$ cat src/rtl/mp_occupancy.sv
module mp_occupancy #(
  parameter int TW         = 12,
  parameter int RW         = 8,
  parameter int SW         = 18,
  parameter int WARP       = 32,
  parameter int REG_POOL   = 65536,
  parameter int MAX_WARPS  = 64,
  parameter int MAX_BLOCKS = 32
) (
  input  logic          clk,
  input  logic          rst_n,
  input  logic          start,
  input  logic [TW-1:0] thr_per_blk,
  input  logic [RW-1:0] reg_per_thr,
  input  logic [SW-1:0] scr_per_blk,
  input  logic [SW-1:0] scr_total,
  output logic          busy,
  output logic          done,
  output logic [5:0]    res_blocks,
  output logic [6:0]    res_warps,
  output logic [7:0]    occ_frac,
  output logic [1:0]    bind_code
);
  localparam int LW    = $clog2(WARP);
  localparam int WPBW  = TW - LW + 1;
  localparam int NEEDW = WPBW + LW + RW;
  localparam int POOLW = $clog2(REG_POOL) + 1;
  localparam int DW0   = (NEEDW > SW) ? NEEDW : SW;
  localparam int DW    = (DW0 > POOLW) ? DW0 : POOLW;
  localparam int CW    = $clog2(DW);
  localparam int PW    = DW + WPBW;

  typedef enum logic [2:0] {S_IDLE, S_REG, S_SCR, S_WARP, S_FIN} st_t;

  st_t            st;
  logic           ld, dz;
  logic [CW-1:0]  cnt;
  logic [DW-1:0]  rem, quo, dsr;
  logic [WPBW-1:0] wpb_q;
  logic [RW-1:0]  rpt_q;
  logic [SW-1:0]  scr_q, cap_q;
  logic [DW-1:0]  lim_reg, lim_scr, lim_wrp;

  logic [TW:0]    thr_rnd;
  logic [WPBW-1:0] wpb_in;
  logic [NEEDW-1:0] reg_need;
  logic [DW-1:0]  op_dvd, op_dsr;
  logic [DW:0]    sh;
  logic           ge;
  logic [DW-1:0]  nrem, nquo, qres;
  logic [DW-1:0]  sel_blk;
  logic [1:0]     sel_code;

  assign thr_rnd  = {1'b0, thr_per_blk} + (TW+1)'(WARP - 1);
  assign wpb_in   = thr_rnd[TW:LW];
  assign reg_need = NEEDW'({wpb_q, {LW{1'b0}}}) * NEEDW'(rpt_q);
  assign busy     = (st != S_IDLE);

  always_comb begin
    case (st)
      S_REG:   begin op_dvd = DW'(REG_POOL);  op_dsr = DW'(reg_need); end
      S_SCR:   begin op_dvd = DW'(cap_q);     op_dsr = DW'(scr_q);    end
      S_WARP:  begin op_dvd = DW'(MAX_WARPS); op_dsr = DW'(wpb_q);    end
      default: begin op_dvd = '0;             op_dsr = '0;            end
    endcase
  end

  assign sh   = {rem, quo[DW-1]};
  assign ge   = (sh >= {1'b0, dsr});
  assign nrem = ge ? (sh[DW-1:0] - dsr) : sh[DW-1:0];
  assign nquo = {quo[DW-2:0], ge};
  assign qres = dz ? ((st == S_WARP) ? '0 : '1) : nquo;

  always_comb begin
    sel_blk  = lim_reg;
    sel_code = 2'd0;
    if (lim_scr < sel_blk) begin sel_blk = lim_scr; sel_code = 2'd1; end
    if (lim_wrp < sel_blk) begin sel_blk = lim_wrp; sel_code = 2'd2; end
    if (DW'(MAX_BLOCKS) < sel_blk) begin sel_blk = DW'(MAX_BLOCKS); sel_code = 2'd3; end
  end

  always_ff @(posedge clk or negedge rst_n) begin
    if (!rst_n) begin
      st         <= S_IDLE;
      ld         <= 1'b0;
      dz         <= 1'b0;
      cnt        <= '0;
      rem        <= '0;
      quo        <= '0;
      dsr        <= '0;
      wpb_q      <= '0;
      rpt_q      <= '0;
      scr_q      <= '0;
      cap_q      <= '0;
      lim_reg    <= '0;
      lim_scr    <= '0;
      lim_wrp    <= '0;
      res_blocks <= '0;
      res_warps  <= '0;
      occ_frac   <= '0;
      bind_code  <= '0;
      done       <= 1'b0;
    end else begin
      done <= 1'b0;
      case (st)
        S_IDLE: if (start) begin
          wpb_q <= wpb_in;
          rpt_q <= reg_per_thr;
          scr_q <= scr_per_blk;
          cap_q <= scr_total;
          ld    <= 1'b1;
          st    <= S_REG;
        end
        S_REG, S_SCR, S_WARP: begin
          if (ld) begin
            rem <= '0;
            quo <= op_dvd;
            dsr <= op_dsr;
            dz  <= (op_dsr == '0);
            cnt <= '0;
            ld  <= 1'b0;
          end else begin
            rem <= nrem;
            quo <= nquo;
            cnt <= cnt + 1'b1;
            if (cnt == CW'(DW - 1)) begin
              ld <= 1'b1;
              case (st)
                S_REG:   begin lim_reg <= qres; st <= S_SCR;  end
                S_SCR:   begin lim_scr <= qres; st <= S_WARP; end
                default: begin lim_wrp <= qres; st <= S_FIN;  end
              endcase
            end
          end
        end
        S_FIN: begin
          res_blocks <= 6'(sel_blk);
          res_warps  <= 7'(PW'(sel_blk) * PW'(wpb_q));
          occ_frac   <= 8'((PW'(sel_blk) * PW'(wpb_q) * PW'(255)) / PW'(MAX_WARPS));
          bind_code  <= sel_code;
          done       <= 1'b1;
          ld         <= 1'b0;
          st         <= S_IDLE;
        end
        default: st <= S_IDLE;
      endcase
    end
  end

  AST_DONE_PULSE: assert property (@(posedge clk) disable iff (!rst_n) done |=> !done);
  AST_DONE_IDLE: assert property (@(posedge clk) disable iff (!rst_n) done |-> !busy);
  AST_BLOCK_CAP: assert property (@(posedge clk) disable iff (!rst_n) done |-> res_blocks <= MAX_BLOCKS);
  AST_WARP_CAP: assert property (@(posedge clk) disable iff (!rst_n) done |-> res_warps <= MAX_WARPS);
  AST_CAP_CODE: assert property (@(posedge clk) disable iff (!rst_n) (done && bind_code == 2'd3) |-> res_blocks == MAX_BLOCKS);
  AST_OUT_HOLD: assert property (@(posedge clk) disable iff (!rst_n) (!$stable(res_blocks) || !$stable(bind_code) || !$stable(occ_frac)) |-> done);
endmodule

$ cat config.mk
export PLATFORM = sky130hd
export DESIGN_NAME = mp_occupancy
export DESIGN_NICKNAME = d
export VERILOG_FILES = /design/src/rtl/mp_occupancy.sv
export SDC_FILE = /design/constraint.sdc
export NUM_CORES = 1
export LEC_CHECK = 0
export ABC_CLOCK_PERIOD_IN_PS = 30500
export BUFFER_PORTS_ARGS = -buffer_cell sky130_fd_sc_hd__clkbuf_2
export CAP_MARGIN = 10
export CORE_AREA = 4 4 199 201
export CTS_CLUSTER_DIAMETER = 120
export CTS_CLUSTER_SIZE = 30
export DETAILED_ROUTE_END_ITERATION = 8
export DIE_AREA = 0 0 203 205
export PLACE_DENSITY_LB_ADDON = 0.3
export SYNTH_ARGS = -nofsm -noshare
export SYNTH_HDL_FRONTEND = slang
export SYNTH_SLANG_ARGS = --single-unit
$ cat constraint.sdc
create_clock -name clk -period 30.5 [get_ports clk]
set_input_delay 4.575 -clock clk [delete_from_list [all_inputs] [get_ports clk]]
set_output_delay 4.575 -clock clk [all_outputs]
set_load 0.1 [all_outputs]
==> results list <==
* Worst Path Required: 30.88 ns
* Fraction of final layout cells sized beyond drive strength 1: 10.1%
- EDFF count, synth: 0
- First-iteration detailed-routing DRC count: 710
* Post-synth top area share: 31.5%
- The flow ran to the end, and the final reports show no timing, DRC or antenna violations.
- Die Y: 205 microns
* Cell with the most instances after synthesis: nand2_1
* Total number of nets in the final design: 2190
- Timing analysis after detailed placement gives a worst setup slack of 17.65 ns.
* Worst Path Max Fanout: 22
- Category of the worst setup path launch point: flop
* Fraction of registers with async set/reset: 100%
- Clock tree from TritonCTS: built
- In this run, post-CTS repair resized a total of 0 instances.
- Including well taps, the total number of placed cells is 2363.
- The worst path in the final design needs a cycle of 12.92 ns, including I/O delays and setup.
* Clock transition time at the flip-flop clock pins of the worst setup and hold paths: 0.12 ns
- Finish-stage setup viols: 0
* Tot GR Track Use: 19.2%
- Slowest stage delay, CP: 0.79 ns
- CP max stage cell: mux2i_1
- Worst skew pair latency: ~0.51 ns
* Footprint of the flip-flops and latches: roughly 5300 sq um
- The layout has 3511 filler cells.
- Effective utilization at floorplan: 44.8%
- At the worst endpoint, the arrival time is 13.30 ns.
- Number of I/O pins: 84
- For this run, the leading register cell type out of synthesis is dfrtp_1.
* Hold_sp: res_warps[2]
- STA classifies the critical path endpoint as a flop.
* Most frequent cells after synthesis: nand2_1 (264), dfrtp_1 (212), inv_1 (203)
- Number of buffers inserted for hold repair after clock tree synthesis: 0
* Warnings from Yosys: 0
- Remaining antenna violation count after routing: 0
* Drt total wl: 38900 microns
* H-Tree Depth: 1
- Placement Rows: 71
* Area of the die: around 42000 sq um
- Maximum number of pins on one net before global-route repair: 77
* First-pass GRT wire length: 66200 microns
- The tightest min-delay check is of the reg -> reg type.
* Area occupied by multi-input gates: around 11000 sq um
- Tracing the worst setup path back leads to its startpoint at lim_reg[1].
- TritonCTS created 13 clock buffers.
- In the routed layout, each cell is associated on average with a via count of 5.27.
* Global route total overflow: 0
* Largest area contributor in the netlist: dfrtp_1
- RSZ-0062 raised after global routing: no
* Number of setup buffers added after CTS: 0
* Die W: 203 microns
- Number of standard cells in the final layout excluding fillers: ~2400
- Initial antenna violation count: 0
- Routed length per instance: 16.3 microns
- Vias in the first global route: 13000
- Timing would allow up to 0.0774 GHz.
* Cell types with the largest area share after synthesis: dfrtp_1 (32%), fa_1 (14%), ha_1 (11%)
- DP HPWL: 29500 microns
- In the routed design, unresolved DRC markers number 0.
- Crit path setup slack, layout: 17.58 ns
- Max cap viols: 0
* Setup TNS after final layout: 0 ns
- After synthesis the netlist holds a flip-flop and latch count of 212.
* Rel. slew slack: a little over a fifth
* Synthesized cell area: 16800 sq um
- Number of antenna repair diodes: 0
- Hold Crit Depth: 2
- Buffers placed on the I/O ports in this run total 83.
- The setup path with the least slack is of type reg -> reg.
* Dominant cell type by count on the critical path: xnor2_1
- Max Root-Sink Buffers: 3
- The clock arrives with 0.0305 ns of skew.
* Period Utilization, post-route: 42.4%
- Worst Max-Slew Pin Slew: 1.17 ns
- Via total after detailed routing: 12600
- The congestion estimate from routability-driven global placement came to 0.883.
- In this run the mean area of a mapped cell was 9.32 sq um.
- Number of slew-limit violations in the final report: 0
- Synth-to-layout area growth: 8.59%
- Synthesis produced between 1500 and 2000 cells.
- Number of sinks on the clock net: 212
- The startpoint identified for the worst register-to-register timing path is lim_reg[1].
* Portion of the post-synthesis area used by sequential elements: 31.5%
- Number of cells on the worst reg-to-reg path: 48
- The final count of hold timing violations is 0.
- Count of TritonRoute iterations in the first routing pass: 5
- Clk Tree Root Cell: clkbuf_16
* Number of distinct library cells after synthesis: 66
- Core region area: between 30000 and 40000 sq um
## worst paths after layout
| path | endpoint | slack [ns] |
|---|---|---|
| min in group asynchronous | rem[15] | 4.02 |
| max reg2reg | occ_frac[7] | 17.58 |
| min reg2reg | res_warps[2] | 0.49 |
| max in group asynchronous | occ_frac[2] | 25.10 |
| max | occ_frac[7] | 17.58 |
| min | res_warps[2] | 0.49 |
## critical path, delay by kind of cell (launching register included)
| family | cells | cell delay [ns] |
|---|---|---|
| AND/OR/NAND/NOR | 4 | 0.86 |
| multiplexers | 2 | 1.13 |
| buffers and inverters | 7 | 0.84 |
| XOR/XNOR | 10 | 1.67 |
| AO/OA/AOI/OAI | 14 | 2.88 |
| flip-flops | 1 | 0.42 |
| adder cells (fa/ha/maj) | 11 | 4.97 |
## placed cells by master, fill, tap and decap left out, types with 33 or more instances in the layout
cell type	n
dfrtp_1	212
o21ai_0	160
a21oi_1	74
mux2i_1	33
inv_1	203
xnor2_1	36
mux2_2	52
nor2_1	52
clkbuf_2	82
nand2_1	264
and2_1	51
fa_1	119
ha_1	144
## area by class of cell
class	count	area share, %
multi-input combinational	1341	57.9
sequential	212	29.0
inverter	203	4.17
tap	511	3.50
timing repair buffer	97	3.01
clock buffer	14	1.85
clock inverter	5	0.575
## per-stage QoR
stage | util (%) | hold slack (ns) | instance area [sq um]
detailed placement | 47.4 | 0.471 | 17800
global placement | 47.4 | 0.466 | 17800
finish | 48.7 | 0.493 | 18300
floorplan | - | 0.450 | 16900
CTS | 48.6 | 0.499 | 18300
global route | 48.7 | 0.522 | 18300
## cells by family after synthesis
group / synth area share [%]
flip-flops: 31.5
XOR/XNOR: 3.75
other: 0.0446
adder cells (fa/ha/maj): 24.9
AO/OA/AOI/OAI: 13.4
AND/OR/NAND/NOR: 14.7
multiplexers: 5.44
buffers and inverters: 6.32
## routing by layer
layer  part of all wire [%]  wire [microns]  global-route usage, %  vias up
met5                      0               0                      0        -
met4                    2.9            1130                   5.99        0
met3                    3.0            1170                   1.50       61
met2                     49           18900                   32.7      208
met1                     45           17600                   26.4     6169
li1                       -               -                      -     6129
Power is left out: the tool's default activity adds up to more than one toggle a clock period on the data nets, which glitch-free logic cannot reach.
